[src/rtl/irq_lvl_pkg.sv]
package irq_lvl_pkg;
  localparam int unsigned DEF_LVL_W  = 3;
  localparam int unsigned DEF_STAGES = 2;
endpackage

[src/rtl/irq_sync.sv]
module irq_sync #(
  parameter int unsigned WIDTH  = 7,
  parameter int unsigned STAGES = 2
) (
  input  logic             clk,
  input  logic             rst,
  input  logic [WIDTH-1:0] din,
  output logic [WIDTH-1:0] dout
);
  logic [WIDTH-1:0] stg [STAGES];

  for (genvar g = 0; g < STAGES; g++) begin : g_stage
    if (g == 0) begin : g_first
      always_ff @(posedge clk) begin
        if (rst) stg[g] <= '1;
        else     stg[g] <= din;
      end
    end else begin : g_next
      always_ff @(posedge clk) begin
        if (rst) stg[g] <= '1;
        else     stg[g] <= stg[g-1];
      end
    end
  end

  assign dout = stg[STAGES-1];
endmodule

[src/rtl/nmi_edge_latch.sv]
module nmi_edge_latch #(
  parameter int unsigned LVL_W = 3
) (
  input  logic             clk,
  input  logic             rst,
  input  logic             req_act,
  input  logic             ack,
  input  logic [LVL_W-1:0] ack_level,
  output logic             nmi_edge,
  output logic             nmi_flag
);
  logic req_d;
  logic clr;

  assign nmi_edge = req_act & ~req_d;
  assign clr      = ack && (ack_level == '1);

  always_ff @(posedge clk) begin
    if (rst) begin
      req_d    <= 1'b0;
      nmi_flag <= 1'b0;
    end else begin
      req_d <= req_act;
      if (nmi_edge)  nmi_flag <= 1'b1;
      else if (clr)  nmi_flag <= 1'b0;
    end
  end

  assert_nmi_sticky_R5: assert property (@(posedge clk) disable iff (rst)
    nmi_flag && !clr |=> nmi_flag);
  assert_nmi_clear_R6: assert property (@(posedge clk) disable iff (rst)
    clr && !nmi_edge |=> !nmi_flag);
  assert_nmi_set_wins_R7: assert property (@(posedge clk) disable iff (rst)
    nmi_edge |=> nmi_flag);
endmodule

[src/rtl/irq_prio_enc.sv]
module irq_prio_enc #(
  parameter int unsigned LVL_W = 3,
  localparam int unsigned NUM  = (1 << LVL_W) - 1
) (
  input  logic [NUM-1:0]   lvl_req,
  input  logic [LVL_W-1:0] mask,
  output logic [LVL_W-1:0] lvl_out
);
  logic [NUM-1:0] present;
  logic [NUM-1:0] grant;

  for (genvar i = 0; i < NUM; i++) begin : g_lvl
    if (i == NUM-1) begin : g_top
      assign present[i] = lvl_req[i];
      assign grant[i]   = present[i];
    end else begin : g_mask
      assign present[i] = lvl_req[i] && (LVL_W'(i+1) > mask);
      assign grant[i]   = present[i] && !(|present[NUM-1:i+1]);
    end
  end

  always_comb begin
    lvl_out = '0;
    for (int k = 0; k < NUM; k++)
      if (grant[k]) lvl_out = lvl_out | LVL_W'(k+1);
  end

  always_comb begin
    assert_grant_onehot_R3: assert ($onehot0(grant));
  end
endmodule

[src/rtl/irq_level_ctrl.sv]
module irq_level_ctrl #(
  parameter int unsigned LVL_W  = irq_lvl_pkg::DEF_LVL_W,
  parameter int unsigned STAGES = irq_lvl_pkg::DEF_STAGES,
  localparam int unsigned NUM   = (1 << LVL_W) - 1
) (
  input  logic             clk,
  input  logic             rst,
  input  logic [NUM-1:0]   req_n,
  input  logic             mask_wr,
  input  logic [LVL_W-1:0] mask_din,
  input  logic             ack,
  input  logic [LVL_W-1:0] ack_level,
  output logic [LVL_W-1:0] pend_level,
  output logic             irq_pend,
  output logic             nmi_pend
);
  logic [NUM-1:0]   sync_q;
  logic [NUM-1:0]   req_act;
  logic [NUM-1:0]   enc_in;
  logic [LVL_W-1:0] mask_q;
  logic [LVL_W-1:0] enc_lvl;
  logic             nmi_edge;
  logic             nmi_flag;

  irq_sync #(.WIDTH(NUM), .STAGES(STAGES)) sync_i (
    .clk(clk), .rst(rst), .din(req_n), .dout(sync_q)
  );

  assign req_act = ~sync_q;

  nmi_edge_latch #(.LVL_W(LVL_W)) nmi_i (
    .clk(clk), .rst(rst), .req_act(req_act[NUM-1]),
    .ack(ack), .ack_level(ack_level),
    .nmi_edge(nmi_edge), .nmi_flag(nmi_flag)
  );

  assign enc_in = {nmi_flag | nmi_edge, req_act[NUM-2:0]};

  irq_prio_enc #(.LVL_W(LVL_W)) enc_i (
    .lvl_req(enc_in), .mask(mask_q), .lvl_out(enc_lvl)
  );

  always_ff @(posedge clk) begin
    if (rst)          mask_q <= '1;
    else if (ack)     mask_q <= ack_level;
    else if (mask_wr) mask_q <= mask_din;
  end

  always_ff @(posedge clk) begin
    if (rst) begin
      pend_level <= '0;
      irq_pend   <= 1'b0;
    end else begin
      pend_level <= enc_lvl;
      irq_pend   <= (enc_lvl != '0);
    end
  end

  assign nmi_pend = nmi_flag;

  assert_reset_state_R1: assert property (@(posedge clk)
    rst |=> (mask_q == '1) && (pend_level == '0) && !irq_pend && !nmi_pend);
  assert_threshold_R2: assert property (@(posedge clk) disable iff (rst)
    irq_pend && (pend_level != '1) |-> pend_level > $past(mask_q));
  assert_nmi_unmasked_R4: assert property (@(posedge clk) disable iff (rst)
    nmi_flag |=> pend_level == '1);
  assert_ack_loads_R8: assert property (@(posedge clk) disable iff (rst)
    ack |=> mask_q == $past(ack_level));
endmodule

[config.mk]
export PLATFORM = sky130hd
export DESIGN_NAME = irq_level_ctrl
export DESIGN_NICKNAME = d
export VERILOG_FILES = /design/src/rtl/irq_lvl_pkg.sv /design/src/rtl/irq_sync.sv /design/src/rtl/nmi_edge_latch.sv /design/src/rtl/irq_prio_enc.sv /design/src/rtl/irq_level_ctrl.sv
export SDC_FILE = /design/constraint.sdc
export NUM_CORES = 1
export LEC_CHECK = 0
export ABC_AREA = 1
export BUFFER_PORTS_ARGS = -buffer_cell sky130_fd_sc_hd__buf_2
export CORE_MARGIN = 5
export CORE_UTILIZATION = 50
export CTS_BUF_LIST = sky130_fd_sc_hd__clkbuf_8
export CTS_CLUSTER_DIAMETER = 50
export DETAILED_ROUTE_END_ITERATION = 8
export PLACE_DENSITY = 0.88
export SYNTH_ARGS = -nofsm -noshare
export SYNTH_HDL_FRONTEND = slang
export SYNTH_HIERARCHICAL = 1
export SYNTH_SLANG_ARGS = --single-unit
[constraint.sdc]
create_clock -name clk -period 1.8 [get_ports clk]
set_input_delay 0.27 -clock clk [delete_from_list [all_inputs] [get_ports clk]]
set_output_delay 0.27 -clock clk [all_outputs]
set_load 0.02 [all_outputs]
==> impl_metrics.sql <==
INSERT INTO impl_metrics (metric_group, metric, value, unit) VALUES
('yosys', 'syn_nets', '135', ''),
('drt', 'detail_route.iter0.violations', '3', ''),
('yosys', 'synthesis.area', '867', 'µm²'),
('sta', 'max_freq', '655', 'MHz'),
('drt', 'wl_per_cell', '8.70', 'µm'),
('clock_network', 'worst_skew_pair.late_latency', '260', 'ps'),
('drt', 'routed.top_layer', 'met3', ''),
('hold_path', 'timing.hold.worst.class', 'in2reg', ''),
('sta', 'worst_pin_slew', '199', 'ps'),
('clock_network', 'cts_buffers', '3', ''),
('layout', 'synthToLayoutAreaGrowth', '18.9', '%'),
('critical_path', 'crit_buf_inv', '4', ''),
('critical_path', 'ff2ff_path_depth', '12', ''),
('clock_network', 'postCtsResizedCells', '0', ''),
('clock_network', 'cts-hold-fix-buffers', '0', ''),
('critical_path', 'critical_path.top_delay_family', 'simple AND/OR/NAND/NOR gates', ''),
('power', 'net_load_switching_power', '0.234', 'mW'),
('power', 'power.share.switching', '0.241', ''),
('power', 'power.share.sequential', '0.565', ''),
('power', 'p_int', '0.739', 'mW'),
('die', 'core_area', '1690', 'µm²'),
('critical_path', 'timing.critical_path.mode_cell', 'inv_1', ''),
('die', 'io_pins', '22', ''),
('clock_network', 'cts_sinks', '23', ''),
('layout', 'nets', '160', ''),
('placed_design', 'port-buffer-count', '21', ''),
('drt', 'route.antenna.remaining_nets', '0', ''),
('critical_path', 'critical_path.max_fanout', '3', ''),
('drt', 'finalWirelength', '1.38', 'mm'),
('yosys', 'ys_async_sr_fraction', '0', ''),
('sta', 'rsz0062_at_grt', 'no', ''),
('drt', 'route.detailed.drc', '0', ''),
('flow_run', 'maxCapViolCount', '0', ''),
('yosys', 'ys_dominant_reg_cell', 'dfxtp_1', ''),
('die', 'die_area', '2670', 'µm²'),
('power', 'power.leakage', '0.649', 'nW'),
('critical_path', 'required', '1990', 'ps'),
('critical_path', 'setup.worst_path.end_class', 'register', ''),
('layout', 'post_layout_nonfiller_instances', '159', ''),
('sta', 'hold_violations', '0', ''),
('yosys', 'post-synth-top-count-cell', 'inv_1', ''),
('clock_network', 'cts.clk_slew.worst_paths', '80', 'ps'),
('power', 'vdd.ir_drop.worst', '759', 'µV'),
('sta', 'setup_violations', '0', ''),
('clock_network', 'clk_root_buffer_cell', 'clkbuf_8', ''),
('grt', 'grt_first_pass_wirelength', '2.40', 'mm'),
('die', 'floorplan.rows', '15', ''),
('power', 'p_clk_frac', '0.319', ''),
('run_status', 'run_status', 'complete, no violations', ''),
('drt', 'met2_length', '686', 'µm'),
('yosys', 'synth_warnings', '6', ''),
('grt', 'globalRoute.totalOverflow', '0', ''),
('sta', 'timing.final.crit_share', '0.849', ''),
('grt', 'track_usage', '0.121', ''),
('yosys', 'synth_seq_area_share', '0.531', ''),
('yosys', 'synthesis.instances', '118', ''),
('grt', 'grt_pass1_vias', '624', ''),
('critical_path', 'critical_path.cell_chain', 'inv_1 -> inv_1 -> or2_0 -> inv_1 -> or2_2 -> inv_1 -> nand3_2 -> nor2_2 -> nand2_1 -> nand2_1 -> nor2_1 -> a21oi_1', ''),
('placed_design', 'place_congestion', '0.911', ''),
('critical_path', 'timing.critical_path.from_type', 'register', ''),
('clock_network', 'post-cts-setup-buffers', '0', ''),
('grt', 'pin_count_of_the_biggest_net_entering_global_routing', '15', ''),
('sta', 'worst_clock_skew', '2.68', 'ps'),
('critical_path', 'critical-path-slowest-cell', 'dfxtp_1', ''),
('placed_design', 'placed_wire_length_estimate_after_detailed_placement', '1.14', 'mm'),
('clock_network', 'tritoncts', 'built', ''),
('critical_path', 'worst-setup-path-type', 'reg2reg', ''),
('drt', 'detailed_routing_iterations_pass_1', '2', ''),
('yosys', 'yosysTopAreaCellShare', '0.531', ''),
('sta', 'worst_slew_margin_rel', '0.867', ''),
('critical_path', 'critical_path_depth', '12', '');
kinds of logic (layout without fill, tap and decap cells):
kind of cell | count (synthesis) | after routing | synth area share
AO/OA/AOI/OAI | 8 | 8 | 0.0462
buffers and inverters | 35 | 59 | 0.160
AND/OR/NAND/NOR | 52 | 52 | 0.263
flip-flops | 23 | 23 | 0.531
final timing paths:
| check | to | start | slack, ps |
|---|---|---|---|
| min | sync_i/stg[0][3] | req_n[3] | 180 |
| min reg2reg | sync_i/stg[1][1] | sync_i/stg[0][1] | 410 |
| max | irq_pend | sync_i/stg[1][6] | 270 |
| max reg2reg | irq_pend | sync_i/stg[1][6] | 270 |
worst register-to-register path, stage by stage, from the launching register on:
cell and delay (ps):
dfxtp_1 310, inv_1 30, inv_1 50, or2_0 140
inv_1 50, or2_2 310, inv_1 80, nand3_2 80
nor2_2 120, nand2_1 60, nand2_1 70, nor2_1 50
a21oi_1 110
layout make-up:
class / instances / area [µm²] / share of cell area
Clock inverter: 1 / 7.51 / 0.00728
Clock buffer: 3 / 41.3 / 0.0400
Timing Repair Buffer: 21 / 105 / 0.102
Multi-Input combinational cell: 60 / 268 / 0.260
Tap cell: 17 / 21.3 / 0.0206
Sequential cell: 23 / 460 / 0.447
Inverter: 34 / 128 / 0.124
sequential cells by signal, indices dropped and copies added (netlist names):
signal          cells
sync_i/stg         14
nmi_i/req_d         1
nmi_i/nmi_flag      1
irq_pend            1
mask_q              3
pend_level          3
layout by cell type (no fill, tap or decap):
cell type and n:
inv_1 33, nand2_1 30, dfxtp_1 23, buf_2 21, a21oi_1 7, nand3_1 7, nor2_1 7, clkbuf_8 3
nor2_2 2, nand2_2 2, or2_2 1, clkinvlp_4 1, nand3_2 1, nand4_1 1, or2_0 1, o21ai_0 1
inv_2 1
per-stage QoR:
step           hold slack [ps]  power, mW  utilization  area, µm²
2_1_floorplan              339      0.634            -        867
6_report                   181      0.973        0.610       1030
4_1_cts                    174      0.992        0.610       1030
3_5_place_dp               397      0.676        0.581        982
5_1_grt                    185       1.03        0.610       1030
3_3_place_gp               382      0.669        0.581        982
metal layers:
metal,up-vias,GRT usage
met5,-,0
met4,0,0.0349
met3,0,0.0516
met2,22,0.212
met1,310,0.132
li1,389,-
power by group through the flow:
stage               Combinational [mW]  Clock, mW  Sequential (mW)
CTS                              0.115      0.327            0.550
detailed placement               0.114          0            0.562
floorplan                       0.0621          0            0.572
finish                           0.113      0.310            0.550
global route                     0.130      0.350            0.553
global placement                 0.108          0            0.561
Note: power is estimated with default switching activity, not from simulation.
